## config.mk

```make
export PLATFORM = sky130hd
export DESIGN_NAME = adc_split_host
export DESIGN_NICKNAME = d
export VERILOG_FILES = /design/src/rtl/adc_host_pkg.sv /design/src/rtl/adc_host_sync.sv /design/src/rtl/adc_host_timer.sv /design/src/rtl/adc_host_asm.sv /design/src/rtl/adc_host_fsm.sv /design/src/rtl/adc_split_host.sv
export SDC_FILE = /design/constraint.sdc
export NUM_CORES = 1
export LEC_CHECK = 0
export ABC_AREA = 1
export ABC_CLOCK_PERIOD_IN_PS = 1200
export BUFFER_PORTS_ARGS = -buffer_cell sky130_fd_sc_hd__buf_2
export CORE_MARGIN = 2
export CORE_UTILIZATION = 51
export CTS_CLUSTER_DIAMETER = 40
export DETAILED_ROUTE_END_ITERATION = 10
export GPL_ROUTABILITY_DRIVEN = 1
export GPL_TIMING_DRIVEN = 0
export PLACE_DENSITY = 0.75
export SLEW_MARGIN = 30
export SYNTH_ARGS = -nofsm -noshare
export SYNTH_HDL_FRONTEND = slang
export SYNTH_HIERARCHICAL = 1
export SYNTH_SLANG_ARGS = --single-unit
```

## constraint.sdc

```tcl
create_clock -name clk -period 1.2 [get_ports clk]
set_clock_uncertainty 0.05 [all_clocks]
set_input_delay 0.12 -clock clk [delete_from_list [all_inputs] [get_ports clk]]
set_output_delay 0.12 -clock clk [all_outputs]
set_load 0.005 [all_outputs]
```

## src/rtl/adc_host_pkg.sv

```systemverilog
package adc_host_pkg;

  typedef enum logic [3:0] {
    ST_IDLE,
    ST_START,
    ST_WAIT_HI,
    ST_WAIT_LO,
    ST_RD_HI,
    ST_GAP,
    ST_RD_LO,
    ST_DONE,
    ST_GUARD
  } host_state_e;

  function automatic int unsigned max_of5(input int unsigned a, input int unsigned b,
                                          input int unsigned c, input int unsigned d,
                                          input int unsigned e);
    int unsigned m;
    m = a;
    if (b > m) m = b;
    if (c > m) m = c;
    if (d > m) m = d;
    if (e > m) m = e;
    return m;
  endfunction

endpackage

```

## src/rtl/adc_host_sync.sv

```systemverilog
module adc_host_sync #(
  parameter int STAGES = 2
) (
  input  logic clk,
  input  logic rst_n,
  input  logic d,
  output logic q
);

  generate
    if (STAGES == 0) begin : g_bypass
      assign q = d;
    end else begin : g_chain
      logic [STAGES-1:0] chain_q;
      always_ff @(posedge clk or negedge rst_n) begin
        if (!rst_n) begin
          chain_q <= '0;
        end else begin
          chain_q[0] <= d;
          for (int i = 1; i < STAGES; i++) begin
            chain_q[i] <= chain_q[i-1];
          end
        end
      end
      assign q = chain_q[STAGES-1];
    end
  endgenerate

endmodule

```

## src/rtl/adc_host_timer.sv

```systemverilog
module adc_host_timer #(
  parameter int CNT_W = 8
) (
  input  logic             clk,
  input  logic             rst_n,
  input  logic             load,
  input  logic [CNT_W-1:0] load_val,
  output logic             zero
);

  logic [CNT_W-1:0] cnt_q;
  logic [CNT_W-1:0] cnt_d;
  logic             cnt_en;

  assign zero = (cnt_q == '0);

  always_comb begin
    cnt_en = 1'b0;
    cnt_d  = cnt_q;
    if (load) begin
      cnt_en = 1'b1;
      cnt_d  = load_val;
    end else if (!zero) begin
      cnt_en = 1'b1;
      cnt_d  = cnt_q - 1'b1;
    end
  end

  always_ff @(posedge clk or negedge rst_n) begin
    if (!rst_n) begin
      cnt_q <= '0;
    end else if (cnt_en) begin
      cnt_q <= cnt_d;
    end
  end

endmodule

```

## src/rtl/adc_host_asm.sv

```systemverilog
module adc_host_asm #(
  parameter int BUS_W = 8,
  parameter int LOW_W = 2,
  localparam int RES_W = BUS_W + LOW_W
) (
  input  logic             clk,
  input  logic             rst_n,
  input  logic             cap_hi,
  input  logic             cap_lo,
  input  logic             fin8,
  input  logic [BUS_W-1:0] data_in,
  output logic [RES_W-1:0] result,
  output logic             valid
);

  logic [BUS_W-1:0] hi_q;
  logic [RES_W-1:0] res_q;
  logic [RES_W-1:0] res_d;
  logic             res_en;
  logic             valid_q;

  always_comb begin
    res_en = cap_lo | fin8;
    if (fin8) begin
      res_d = {data_in, {LOW_W{1'b0}}};
    end else begin
      res_d = {hi_q, data_in[BUS_W-1 -: LOW_W]};
    end
  end

  always_ff @(posedge clk or negedge rst_n) begin
    if (!rst_n) begin
      hi_q <= '0;
    end else if (cap_hi) begin
      hi_q <= data_in;
    end
  end

  always_ff @(posedge clk or negedge rst_n) begin
    if (!rst_n) begin
      res_q <= '0;
    end else if (res_en) begin
      res_q <= res_d;
    end
  end

  always_ff @(posedge clk or negedge rst_n) begin
    if (!rst_n) begin
      valid_q <= 1'b0;
    end else begin
      valid_q <= res_en;
    end
  end

  assign result = res_q;
  assign valid  = valid_q;

endmodule

```

## src/rtl/adc_host_fsm.sv

```systemverilog
module adc_host_fsm
  import adc_host_pkg::*;
#(
  parameter int START_W   = 3,
  parameter int STROBE_W  = 4,
  parameter int GAP_W     = 2,
  parameter int GUARD_W   = 10,
  parameter int TIMEOUT_W = 200,
  parameter int CNT_W     = 8
) (
  input  logic             clk,
  input  logic             rst_n,
  input  logic             start_req,
  input  logic             mode8,
  input  logic             busy_s,
  input  logic             tmr_zero,
  output logic             tmr_load,
  output logic [CNT_W-1:0] tmr_val,
  output logic             cap_hi,
  output logic             cap_lo,
  output logic             fin8,
  output logic             conv_n,
  output logic             cs_n,
  output logic             rd_n,
  output logic             timeout_err
);

  host_state_e st_q, st_d;
  logic        mode_q;
  logic        mode_en;
  logic        err_q, err_d;
  logic        err_set, err_clr;
  logic        conv_n_q, cs_n_q, rd_n_q;
  logic        strobe_d;

  always_comb begin
    st_d     = st_q;
    tmr_load = 1'b0;
    tmr_val  = '0;
    cap_hi   = 1'b0;
    cap_lo   = 1'b0;
    fin8     = 1'b0;
    err_set  = 1'b0;
    err_clr  = 1'b0;
    mode_en  = 1'b0;
    unique case (st_q)
      ST_IDLE: begin
        if (start_req) begin
          st_d     = ST_START;
          tmr_load = 1'b1;
          tmr_val  = CNT_W'(START_W - 1);
          err_clr  = 1'b1;
          mode_en  = 1'b1;
        end
      end
      ST_START: begin
        if (tmr_zero) begin
          st_d     = ST_WAIT_HI;
          tmr_load = 1'b1;
          tmr_val  = CNT_W'(TIMEOUT_W - 1);
        end
      end
      ST_WAIT_HI: begin
        if (busy_s) begin
          st_d     = ST_WAIT_LO;
          tmr_load = 1'b1;
          tmr_val  = CNT_W'(TIMEOUT_W - 1);
        end else if (tmr_zero) begin
          st_d    = ST_IDLE;
          err_set = 1'b1;
        end
      end
      ST_WAIT_LO: begin
        if (!busy_s) begin
          st_d     = ST_RD_HI;
          tmr_load = 1'b1;
          tmr_val  = CNT_W'(STROBE_W - 1);
        end else if (tmr_zero) begin
          st_d    = ST_IDLE;
          err_set = 1'b1;
        end
      end
      ST_RD_HI: begin
        if (tmr_zero) begin
          if (mode_q) begin
            fin8 = 1'b1;
            st_d = ST_DONE;
          end else begin
            cap_hi   = 1'b1;
            st_d     = ST_GAP;
            tmr_load = 1'b1;
            tmr_val  = CNT_W'(GAP_W - 1);
          end
        end
      end
      ST_GAP: begin
        if (tmr_zero) begin
          st_d     = ST_RD_LO;
          tmr_load = 1'b1;
          tmr_val  = CNT_W'(STROBE_W - 1);
        end
      end
      ST_RD_LO: begin
        if (tmr_zero) begin
          cap_lo = 1'b1;
          st_d   = ST_DONE;
        end
      end
      ST_DONE: begin
        st_d     = ST_GUARD;
        tmr_load = 1'b1;
        tmr_val  = CNT_W'(GUARD_W - 1);
      end
      ST_GUARD: begin
        if (tmr_zero) begin
          st_d = ST_IDLE;
        end
      end
      default: begin
        st_d = ST_IDLE;
      end
    endcase
  end

  always_comb begin
    strobe_d = (st_d == ST_RD_HI) || (st_d == ST_RD_LO);
    err_d    = err_q;
    if (err_set) begin
      err_d = 1'b1;
    end else if (err_clr) begin
      err_d = 1'b0;
    end
  end

  always_ff @(posedge clk or negedge rst_n) begin
    if (!rst_n) begin
      st_q <= ST_IDLE;
    end else begin
      st_q <= st_d;
    end
  end

  always_ff @(posedge clk or negedge rst_n) begin
    if (!rst_n) begin
      mode_q <= 1'b0;
    end else if (mode_en) begin
      mode_q <= mode8;
    end
  end

  always_ff @(posedge clk or negedge rst_n) begin
    if (!rst_n) begin
      err_q    <= 1'b0;
      conv_n_q <= 1'b1;
      cs_n_q   <= 1'b1;
      rd_n_q   <= 1'b1;
    end else begin
      err_q    <= err_d;
      conv_n_q <= (st_d != ST_START);
      cs_n_q   <= !strobe_d;
      rd_n_q   <= !strobe_d;
    end
  end

  assign conv_n      = conv_n_q;
  assign cs_n        = cs_n_q;
  assign rd_n        = rd_n_q;
  assign timeout_err = err_q;

endmodule

```

## src/rtl/adc_split_host.sv

```systemverilog
module adc_split_host
  import adc_host_pkg::*;
#(
  parameter int BUS_W       = 8,
  parameter int LOW_W       = 2,
  parameter int START_W     = 3,
  parameter int STROBE_W    = 4,
  parameter int GAP_W       = 2,
  parameter int GUARD_W     = 10,
  parameter int TIMEOUT_W   = 200,
  parameter int SYNC_STAGES = 2,
  localparam int RES_W      = BUS_W + LOW_W
) (
  input  logic             clk,
  input  logic             rst_n,
  input  logic             start_req,
  input  logic             mode8,
  input  logic             busy_in,
  input  logic [BUS_W-1:0] data_in,
  output logic             conv_n,
  output logic             cs_n,
  output logic             rd_n,
  output logic [RES_W-1:0] result,
  output logic             result_valid,
  output logic             timeout_err
);

  localparam int unsigned MAX_W = max_of5(START_W, STROBE_W, GAP_W, GUARD_W, TIMEOUT_W);
  localparam int CNT_W = $clog2(MAX_W + 1);

  logic             rst_meta_q, rst_sn_q;
  logic             busy_s;
  logic             tmr_load, tmr_zero;
  logic [CNT_W-1:0] tmr_val;
  logic             cap_hi, cap_lo, fin8;

  always_ff @(posedge clk or negedge rst_n) begin
    if (!rst_n) begin
      rst_meta_q <= 1'b0;
      rst_sn_q   <= 1'b0;
    end else begin
      rst_meta_q <= 1'b1;
      rst_sn_q   <= rst_meta_q;
    end
  end

  adc_host_sync #(.STAGES(SYNC_STAGES)) u_busy_sync (
    .clk   (clk),
    .rst_n (rst_sn_q),
    .d     (busy_in),
    .q     (busy_s)
  );

  adc_host_timer #(.CNT_W(CNT_W)) u_timer (
    .clk      (clk),
    .rst_n    (rst_sn_q),
    .load     (tmr_load),
    .load_val (tmr_val),
    .zero     (tmr_zero)
  );

  adc_host_fsm #(
    .START_W   (START_W),
    .STROBE_W  (STROBE_W),
    .GAP_W     (GAP_W),
    .GUARD_W   (GUARD_W),
    .TIMEOUT_W (TIMEOUT_W),
    .CNT_W     (CNT_W)
  ) u_fsm (
    .clk         (clk),
    .rst_n       (rst_sn_q),
    .start_req   (start_req),
    .mode8       (mode8),
    .busy_s      (busy_s),
    .tmr_zero    (tmr_zero),
    .tmr_load    (tmr_load),
    .tmr_val     (tmr_val),
    .cap_hi      (cap_hi),
    .cap_lo      (cap_lo),
    .fin8        (fin8),
    .conv_n      (conv_n),
    .cs_n        (cs_n),
    .rd_n        (rd_n),
    .timeout_err (timeout_err)
  );

  adc_host_asm #(.BUS_W(BUS_W), .LOW_W(LOW_W)) u_asm (
    .clk     (clk),
    .rst_n   (rst_sn_q),
    .cap_hi  (cap_hi),
    .cap_lo  (cap_lo),
    .fin8    (fin8),
    .data_in (data_in),
    .result  (result),
    .valid   (result_valid)
  );

endmodule

```

## Word level (Yosys, flattened, before mapping)

Cells that the tools add are included.
W data, S select, Z words.

- Register bits after elaboration: 39
- Bits of input ports: 13
- Output and inout port bits: 15
- Word-level logic and storage cells: 74

- Add/subtract/negate cells: 1
- Eq/ne operators: 12
- Multiplexer cells: 41
- Bitwise logic cells: 1
- Reductions and logical operators: 7

Operators with widths:

| cell | number |
|---|---|
| $pmux W8 S7 | 1 |
| $mux W8 | 5 |
| $pmux W4 S9 | 1 |
| $mux W4 | 8 |
| $eq A4 B3 Y1 const B | 6 |
| $mux W1 | 19 |
| $mux W10 | 1 |
| $eq A4 B2 Y1 const B | 2 |
| $logic_not A8 Y1 | 1 |
| $mux W2 | 4 |
| $sub A8 B1 Y8 const B | 1 |
| $pmux W1 S6 | 1 |
| $eq A4 B1 Y1 const B | 1 |
| $eq A4 B4 Y1 const B | 1 |
| $logic_not A4 Y1 | 1 |
| $ne A4 B1 Y1 const B | 1 |
| $ne A2 B2 Y1 const B | 1 |
| $pmux W1 S2 | 1 |
| $reduce_and A2 Y1 | 1 |
| $reduce_bool A2 Y1 | 1 |
| $reduce_or A2 Y1 | 1 |
| $logic_not A1 Y1 | 1 |
| $logic_or A1 B1 Y1 | 1 |
| $or A1 B1 Y1 | 1 |

## Depth between registers and ports, before layout

Gate-level depths: netlist (run 1).

- Depth after elaboration: 7
- Mapped depth: 18
- Depth with buffers taken out: 17

## Hierarchy

Netlist (run 1), hierarchy kept.

By module, submodules not included:

| module | times used | cells an instance | area each (um2) | seq. area each (um2) |
|---|---|---|---|---|
| adc_host_asm | 1 | 88 | 794.5 | 475.5 |
| adc_host_fsm | 1 | 84 | 600.6 | 202.7 |
| adc_host_timer | 1 | 64 | 508.0 | 200.2 |
| adc_split_host | 1 | 3 | 53.8 | 50.0 |
| adc_host_sync | 1 | 2 | 50.0 | 50.0 |

## Worst setup path after synthesis (run 1)

No wires, ideal clock.

- Kind: flip-flop to flip-flop
- Start point: reg u_timer.cnt_q[0]
- End point: reg u_timer.cnt_q[7]
- Library setup time: 0.113 ns
- Arrival: 2.060 ns
- Data required time: 1.037 ns
- Setup slack: -1.023 ns
- Stages on the path, launching flop included: 18
- Path buffers: 1
- Clock period less this slack: 2.223 ns
- Cells stage by stage: dfrtp_1 inv_1 ha_1 inv_2 nor2_4 nand3_4 nor2_4 inv_2 nor2_2 nand2_1 nand2_1 nor2_1 nand2_1 buf_4 inv_1 or2_2 nand2_1 inv_1

- Longest elaborated chain between the ends: 5
- Elaborated cells between the ends (all ways): 13
- Those cells by class: add/sub: 1; eq/ne: 1; mux: 9; reduce/logical: 2

Ends and longest elaborated chain:

| what | RTL line | text |
|---|---|---|
| start: declaration | adc_host_timer.sv:11 | `logic [CNT_W-1:0] cnt_q;` |
| start signal: assignment | adc_host_timer.sv:33 | `cnt_q <= cnt_d;` |
| $logic_not A8 Y1 (*) | adc_host_timer.sv:15 | `assign zero = (cnt_q == '0);` |
| named net tmr_zero | adc_split_host.sv:33 | `logic tmr_load, tmr_zero;` |
| $mux W1 (on tied branches) | adc_host_fsm.sv:57, adc_host_fsm.sv:97, adc_host_fsm.sv:84 |  |
| $pmux W1 S6 (*) | adc_host_fsm.sv:46 | `unique case (st_q)` |
| named net tmr_load | adc_split_host.sv:33 |  |
| $ne A2 B2 Y1 (no line) or $mux W1 (tied branches) | - |  |
| $reduce_and A2 Y1 (no line) | - |  |

Mark *: on every way through the listed nets, which the timed path passes. The rest lies on a longest branch. The select of a mux whose other input is x is not followed.
A chain may end at the register's enable or synchronous reset.

## Worst setup path after layout (run 1)

Same ends and word-level chain as after synthesis.

==> results of run 1 <==
## metrics by stage
step	cell area [µm²]	power, µW	setup WS, ns	hold WS (ns)
5_1_grt	2700	6260	-0.952	0.00162
3_3_place_gp	2240	4050	-1.06	-0.143
2_1_floorplan	2050	3600	-0.871	-0.226
6_report	2700	5890	-0.839	0.00730
3_5_place_dp	2240	4120	-1.09	-0.140
4_1_cts	2550	5680	-0.815	0.000768
## power by group through the flow
stage	clock network, µW	registers (µW)	logic (µW)
floorplan	0	2140	1460
global placement	0	2150	1890
detailed placement	0	2160	1960
CTS	1300	2150	2220
global route	1350	2170	2740
finish	1260	2120	2510
## worst max-delay path, stage by stage, from the launching register on
cell	delay [ns]
dfrtp_1	0.39
inv_2	0.09
ha_4	0.13
inv_2	0.04
nor2_4	0.11
nand3_4	0.09
nor2_4	0.19
inv_4	0.06
nor2_4	0.12
nand2_2	0.06
nand2_1	0.05
nor2_1	0.04
nand2_1	0.06
buf_6	0.12
inv_4	0.04
or2_4	0.22
nand2_2	0.05
inv_1	0.03
## sequential cells by signal, indices dropped and copies added (netlist names), 2 cells and up
name,count
u_asm/result,10
u_asm/hi_q,8
u_timer/cnt_q,8
u_fsm/st_q,4
u_busy_sync/g_chain.chain_q,2
## cells in the mapped netlist
library cell / number / area (µm²)
buf_6: 2 / 22.5
buf_2: 1 / 5.00
o21ai_1: 2 / 10.0
xor2_1: 3 / 26.3
nand3_4: 1 / 17.5
o211ai_1: 1 / 7.51
nor2_2: 6 / 37.5
inv_2: 7 / 26.3
nand3_1: 28 / 140
nand2_2: 5 / 31.3
a21oi_1: 2 / 10.0
ha_1: 1 / 12.5
inv_1: 26 / 97.6
nand2_1: 64 / 240
clkinv_1: 1 / 3.75
xnor2_1: 1 / 8.76
conb_1: 2 / 7.51
nor2_1: 10 / 37.5
or2_2: 1 / 6.26
dfstp_2: 2 / 52.6
o21ai_2: 1 / 8.76
nand3_2: 4 / 40.0
o21ai_0: 15 / 75.1
nor2_4: 7 / 78.8
nand4_1: 4 / 25.0
buf_4: 7 / 52.6
dfrtp_1: 37 / 926
## timing repair
action                                 CTS  global route
pin swaps                               12            17
resized for setup                       15            38
endpoints found under the hold margin    3             0
hold buffers                             2             0
buffers inserted                        15             6
gates cloned                             0             1
setup endpoints to repair               34            36
## area by class of cell
| class | instances | area share |
|---|---|---|
| buffer | 10 | 0.0348 |
| clock buffer | 6 | 0.0269 |
| clock inverter | 2 | 0.0223 |
| inverter | 34 | 0.0520 |
| multi-input combinational | 159 | 0.355 |
| sequential | 39 | 0.364 |
| tap | 48 | 0.0223 |
| timing repair buffer | 50 | 0.123 |
## cell families (layout without fill, tap and decap cells)
kind of cell / after synthesis / after routing
AOI/OAI and AO/OA: 21 / 21
xor gates and xnor gates: 4 / 4
and+or+nand+nor: 130 / 130
buffers and inverters: 44 / 102
other: 2 / 3
DFF: 39 / 39
adders and majority gates: 1 / 1
## how the worst min path moves through the flow
stage,startpoint,endpoint,slack (ns),cells past startpoint
final,data_in[0],u_asm/hi_q[0],0.007,3
after global placement,rst_n,rst_meta_q,-0.14,1
after CTS,data_in[1],u_asm/hi_q[1],0.0008,3
after floorplan,rst_n,rst_meta_q,-0.23,0
after global routing,data_in[0],u_asm/hi_q[0],0.002,3
after detailed placement,rst_n,rst_meta_q,-0.14,1
## per-layer routing
layer | part of all wire | GRT usage
met5 | 0 | 0
met4 | 0.019 | 0.0944
met3 | 0.055 | 0.0541
met1 | 0.43 | 0.248
met2 | 0.50 | 0.339
==> results.txt, run 1 <==
Area Growth Syn to Fin: 34.3%
htree depth: 2
power share of the clock group: 0.214
DR DRC count: 0
Final Slew Violations: 0
CORE AREA: 3720 µm²
Slew headroom: 0.482
Adder-Cell Fraction of Synth Area: 0.00623
number of port buffers: 27
Max-Cap Viols: 0
multiplexer area fraction after synthesis: 0
I/O pin count: 28
Die Ht: 66.7 µm
DRT iter0 DRCs: 72
required time worst endpoint: 1.34 ns
Comb power frac: 0.426
Seq/Total Area, Yosys: 0.488
Worst Tran Pin Value: 0.777 ns
Fmax: 490 MHz
worst min path class: input pin to register
largest family of logic cells by synthesized area: simple AND/OR/NAND/NOR gates
Post-Syn Area: 2010 µm²
CTS tree: yes
share of layout cells above drive strength 1: 0.450
Sink Count: 39
Pleak: 0.00134 µW
Initial Util: 0.540
footprint of the multi-input gates: 956 µm²
startpoint types: register
CP endpoint: u_timer/cnt_q[7]
Post-Syn Instances: 241
Peak supply drop: 1770 µV
Root Driver: clkbuf_8
Sw Ratio: 0.365
clock tree buffer depth: 2
die area: 4450 µm²
sequential cell area: 982 µm²
internal power: 3740 µW
fill count: 285
largest net degree at the start of global routing: 38
CTS buffer count: 5
post-route insts no fill: 348
unrepaired setup endpoints after global routing: yes
placed cell count: 317
global route overflow: 0
Post-DP HPWL: 2.76 mm
Final Util: 0.725
FF-to-FF End: u_timer/cnt_q[7]
failing checks: setup timing
Rows: 22
Post-DRT Antenna Nets: 0
Post-Synth XOR/XNOR Area: 0.0175
PwrDens: 2190 nW/µm²
initial antenna violation count: 0
Psw: 2150 µW
setup violators final: 34
Seq pwr share: 0.360
Crit Path Max Fanout: 5
Yosys warnings: 6
via count: 1713
Synth Register Bits: 39
Total Routing Usage GR: 0.204
setup_tns: -21.93 ns
min Tclk post-route: 2.04 ns
vias in the first global route: 1546
Tcrit/Tclk final: 1.70
final RePlAce weighted congestion: 0.861
Critical Path Source: u_timer/cnt_q[0]
Reg clk slew, reported paths: 0.07 ns
Die W: 66.7 µm
status: finished with violations
vias per cell: 4.92
R2R Setup Slk: -0.84 ns
Pre-antenna DRT Iters: 4
Syn Area/Cell: 8.33 µm²
Fin. Hold Viols: 0
min setup slack post-route: -0.839 ns
final net count: 313
FF-to-FF path depth: 17
overall routed net length: 4.48 mm
Setup CP Type: register to register
crit path DAT: 2.18 ns
Worst-Skew Late Latency: 0.29 ns
first-pass GRT wire length: 6.65 mm
Synth cell types: 27
complex-gate fraction of the synthesized area: 0.0555
critical path endpoint category: register
most frequent cells in the layout: nand2_1, dfrtp_1, buf_2
mean routed wirelength per cell: 12.9 µm
# diodes: 0
most common cell after layout, fill and taps aside: nand2_1
Synth Area in Simple Gates: 0.326
worst reg2reg startpoint: u_timer/cnt_q[0]
Power figures use the tool's default switching activity.
==> run 2, diff against run 1 <==
Settings changed: CORE_UTILIZATION 51 to 30, PLACE_DENSITY 0.75 to unset.
==> run 2 against run 1 <==
- the run still ends with setup timing left
- power is 2.1% higher
- setup slack worse by 0.033 ns
- non-clock buffer count increased by 13
- clock power hardly changed
- critical path depth decreased by 1
- design area up 5.3%
- sequential power increased by 2%
- global-route usage down 7.3 points
- hold slack about the same
- via count increased by 0.64%
- fmax decreased by 1.6%
- sequential share of layout area shrank 1.9 points
- critical path type unchanged
- largest cell class unchanged
==> results.txt, run 2 (synthesis gave the netlist of run 1 again) <==
die area: 7360 µm²
Area Growth Syn to Fin: 41.4%
Sw Ratio: 0.358
# diodes: 0
Final Slew Violations: 0
Fmax: 483 MHz
initial antenna violation count: 0
Rows: 29
CORE AREA: 6420 µm²
via count: 1724
post-route insts no fill: 390
setup violators final: 34
WL met1: 2.03 mm
Hold Path Sink: u_asm/hi_q[0]
CTS tree: yes
Die W: 85.8 µm
unrepaired setup endpoints after global routing: yes
min setup slack post-route: -0.872 ns
Total Routing Usage GR: 0.132
FF-to-FF path depth: 16
Pre-antenna DRT Iters: 4
final RePlAce weighted congestion: 0.854
Final Util: 0.442
Seq pwr share: 0.360
DR DRC count: 0
CTS buffer count: 5
pre-CTS setup slack: -1.09 ns
clock tree buffer depth: 2
critical path endpoint category: register
status: finished with violations
fill count: 613
Crit Path Max Fanout: 4
Placed Area: 2280 µm²
Fin. Hold Viols: 0
Initial Util: 0.312
Worst Min Path Start: data_in[0]
mean routed wirelength per cell: 11.4 µm
Root Driver: clkbuf_8
vias per cell: 4.42
htree depth: 2
Reg clk slew, reported paths: 0.08 ns
placed cell count: 346
Post-DP HPWL: 2.86 mm
Worst-Skew Late Latency: 0.29 ns
setup_tns: -23.84 ns
Die Ht: 85.8 µm
max reg flops: 10
Worst Tran Pin Value: 0.802 ns
Peak supply drop: 931 µV
FF-to-FF End: u_timer/cnt_q[7]
Setup CP Type: register to register
largest net degree at the start of global routing: 38
startpoint types: register
Comb power frac: 0.425
Max-Cap Viols: 0
failing checks: setup timing
power share of the clock group: 0.215
most frequent cells in the layout: nand2_1, dfrtp_1, buf_4
required time worst endpoint: 1.34 ns
WHS Path Cells: 3
Tcrit/Tclk final: 1.73
number of port buffers: 27
met3 WL: 137 µm
PwrDens: 2120 nW/µm²
global route overflow: 0
worst reg2reg startpoint: u_timer/cnt_q[0]
worst min path class: input pin to register
DRT iter0 DRCs: 67
Sink Count: 39
post-layout instance area: 2840 µm²
min Tclk post-route: 2.07 ns
I/O pin count: 28
final net count: 326
Met2 Routed Length: 2.23 mm
Pleak: 0.00140 µW
Slew headroom: 0.465
share of layout cells above drive strength 1: 0.444
Psw: 2150 µW
highest metal used: met4
R2R Setup Slk: -0.87 ns
overall routed net length: 4.45 mm
Post-DRT Antenna Nets: 0
vias in the first global route: 1688
first-pass GRT wire length: 7.79 mm
crit path DAT: 2.21 ns
internal power: 3860 µW
most common cell after layout, fill and taps aside: nand2_1
-- run 2: cell types whose count changed in the layout (fill, tap and decap cells not counted), sizes merged --
cell / previous run / this run
dlygate4sd3: 2 / 5
buf: 58 / 68
inv: 33 / 32
clkinvlp: 0 / 1
-- run 2: power by group through the flow --
stage / logic [µW] / clock network, µW / registers [µW]
finish: 2560 / 1290 / 2160
detailed placement: 1960 / 0 / 2170
global route: 2890 / 1390 / 2220
CTS: 2410 / 1330 / 2160
global placement: 1930 / 0 / 2160
floorplan: 1460 / 0 / 2140
-- run 2: per-stage QoR --
stage | total power, µW | hold WS (ns)
2_1_floorplan | 3600 | -0.226
3_3_place_gp | 4090 | -0.144
3_5_place_dp | 4130 | -0.145
4_1_cts | 5900 | 0.000210
5_1_grt | 6500 | 0.0169
6_report | 6010 | 0.00684
-- run 2: timing repair --
item                       in CTS  in global routing
setup endpoints to repair      34                 34
setup buffers                  24                  7
pin swaps                      10                 12
hold buffers                    5                  0
cloned                          1                  0
gates resized for setup        26                 23
hold endpoints to repair        7                  0
-- run 2: how the worst max path moves through the flow --
| stage | from | to | slack (ns) |
|---|---|---|---|
| after global routing | u_timer/cnt_q[0] | u_timer/cnt_q[7] | -0.97 |
| final | u_timer/cnt_q[0] | u_timer/cnt_q[7] | -0.87 |
| after global placement | u_timer/cnt_q[1] | u_timer/cnt_q[7] | -1.07 |
| after CTS | u_timer/cnt_q[0] | u_timer/cnt_q[7] | -0.83 |
| after detailed placement | u_timer/cnt_q[1] | u_timer/cnt_q[7] | -1.09 |
| after floorplan | u_timer/cnt_q[1] | u_timer/cnt_q[7] | -0.87 |
-- run 2: cell type report --
class                      count  area [µm²]  share of cell area
clock buffer                   6        72.6              0.0256
buffer                        10        90.1              0.0317
tap                           77        96.3              0.0340
clock inverter                 2        60.1              0.0212
inverter                      34         144              0.0507
multi-input combinational    159         941               0.332
sequential                    39         981               0.346
timing repair buffer          63         453               0.160
-- run 2: worst max-delay path, stage by stage (launching register included) --
cell	delay [ns]
dfrtp_1	0.39
inv_2	0.09
ha_4	0.14
inv_2	0.04
nor2_4	0.10
nand3_4	0.09
nor2_4	0.17
buf_6	0.13
nand4_1	0.11
nand2_1	0.10
nor2_1	0.04
nand2_1	0.06
buf_6	0.12
inv_6	0.04
or2_4	0.22
nand2_2	0.06
inv_2	0.03
-- run 2: metal layers --
metal / vias up / GRT usage
met5: - / 0
met2: 22 / 0.218
met4: 0 / 0.0390
met1: 806 / 0.173
li1: 891 / -
met3: 5 / 0.0298
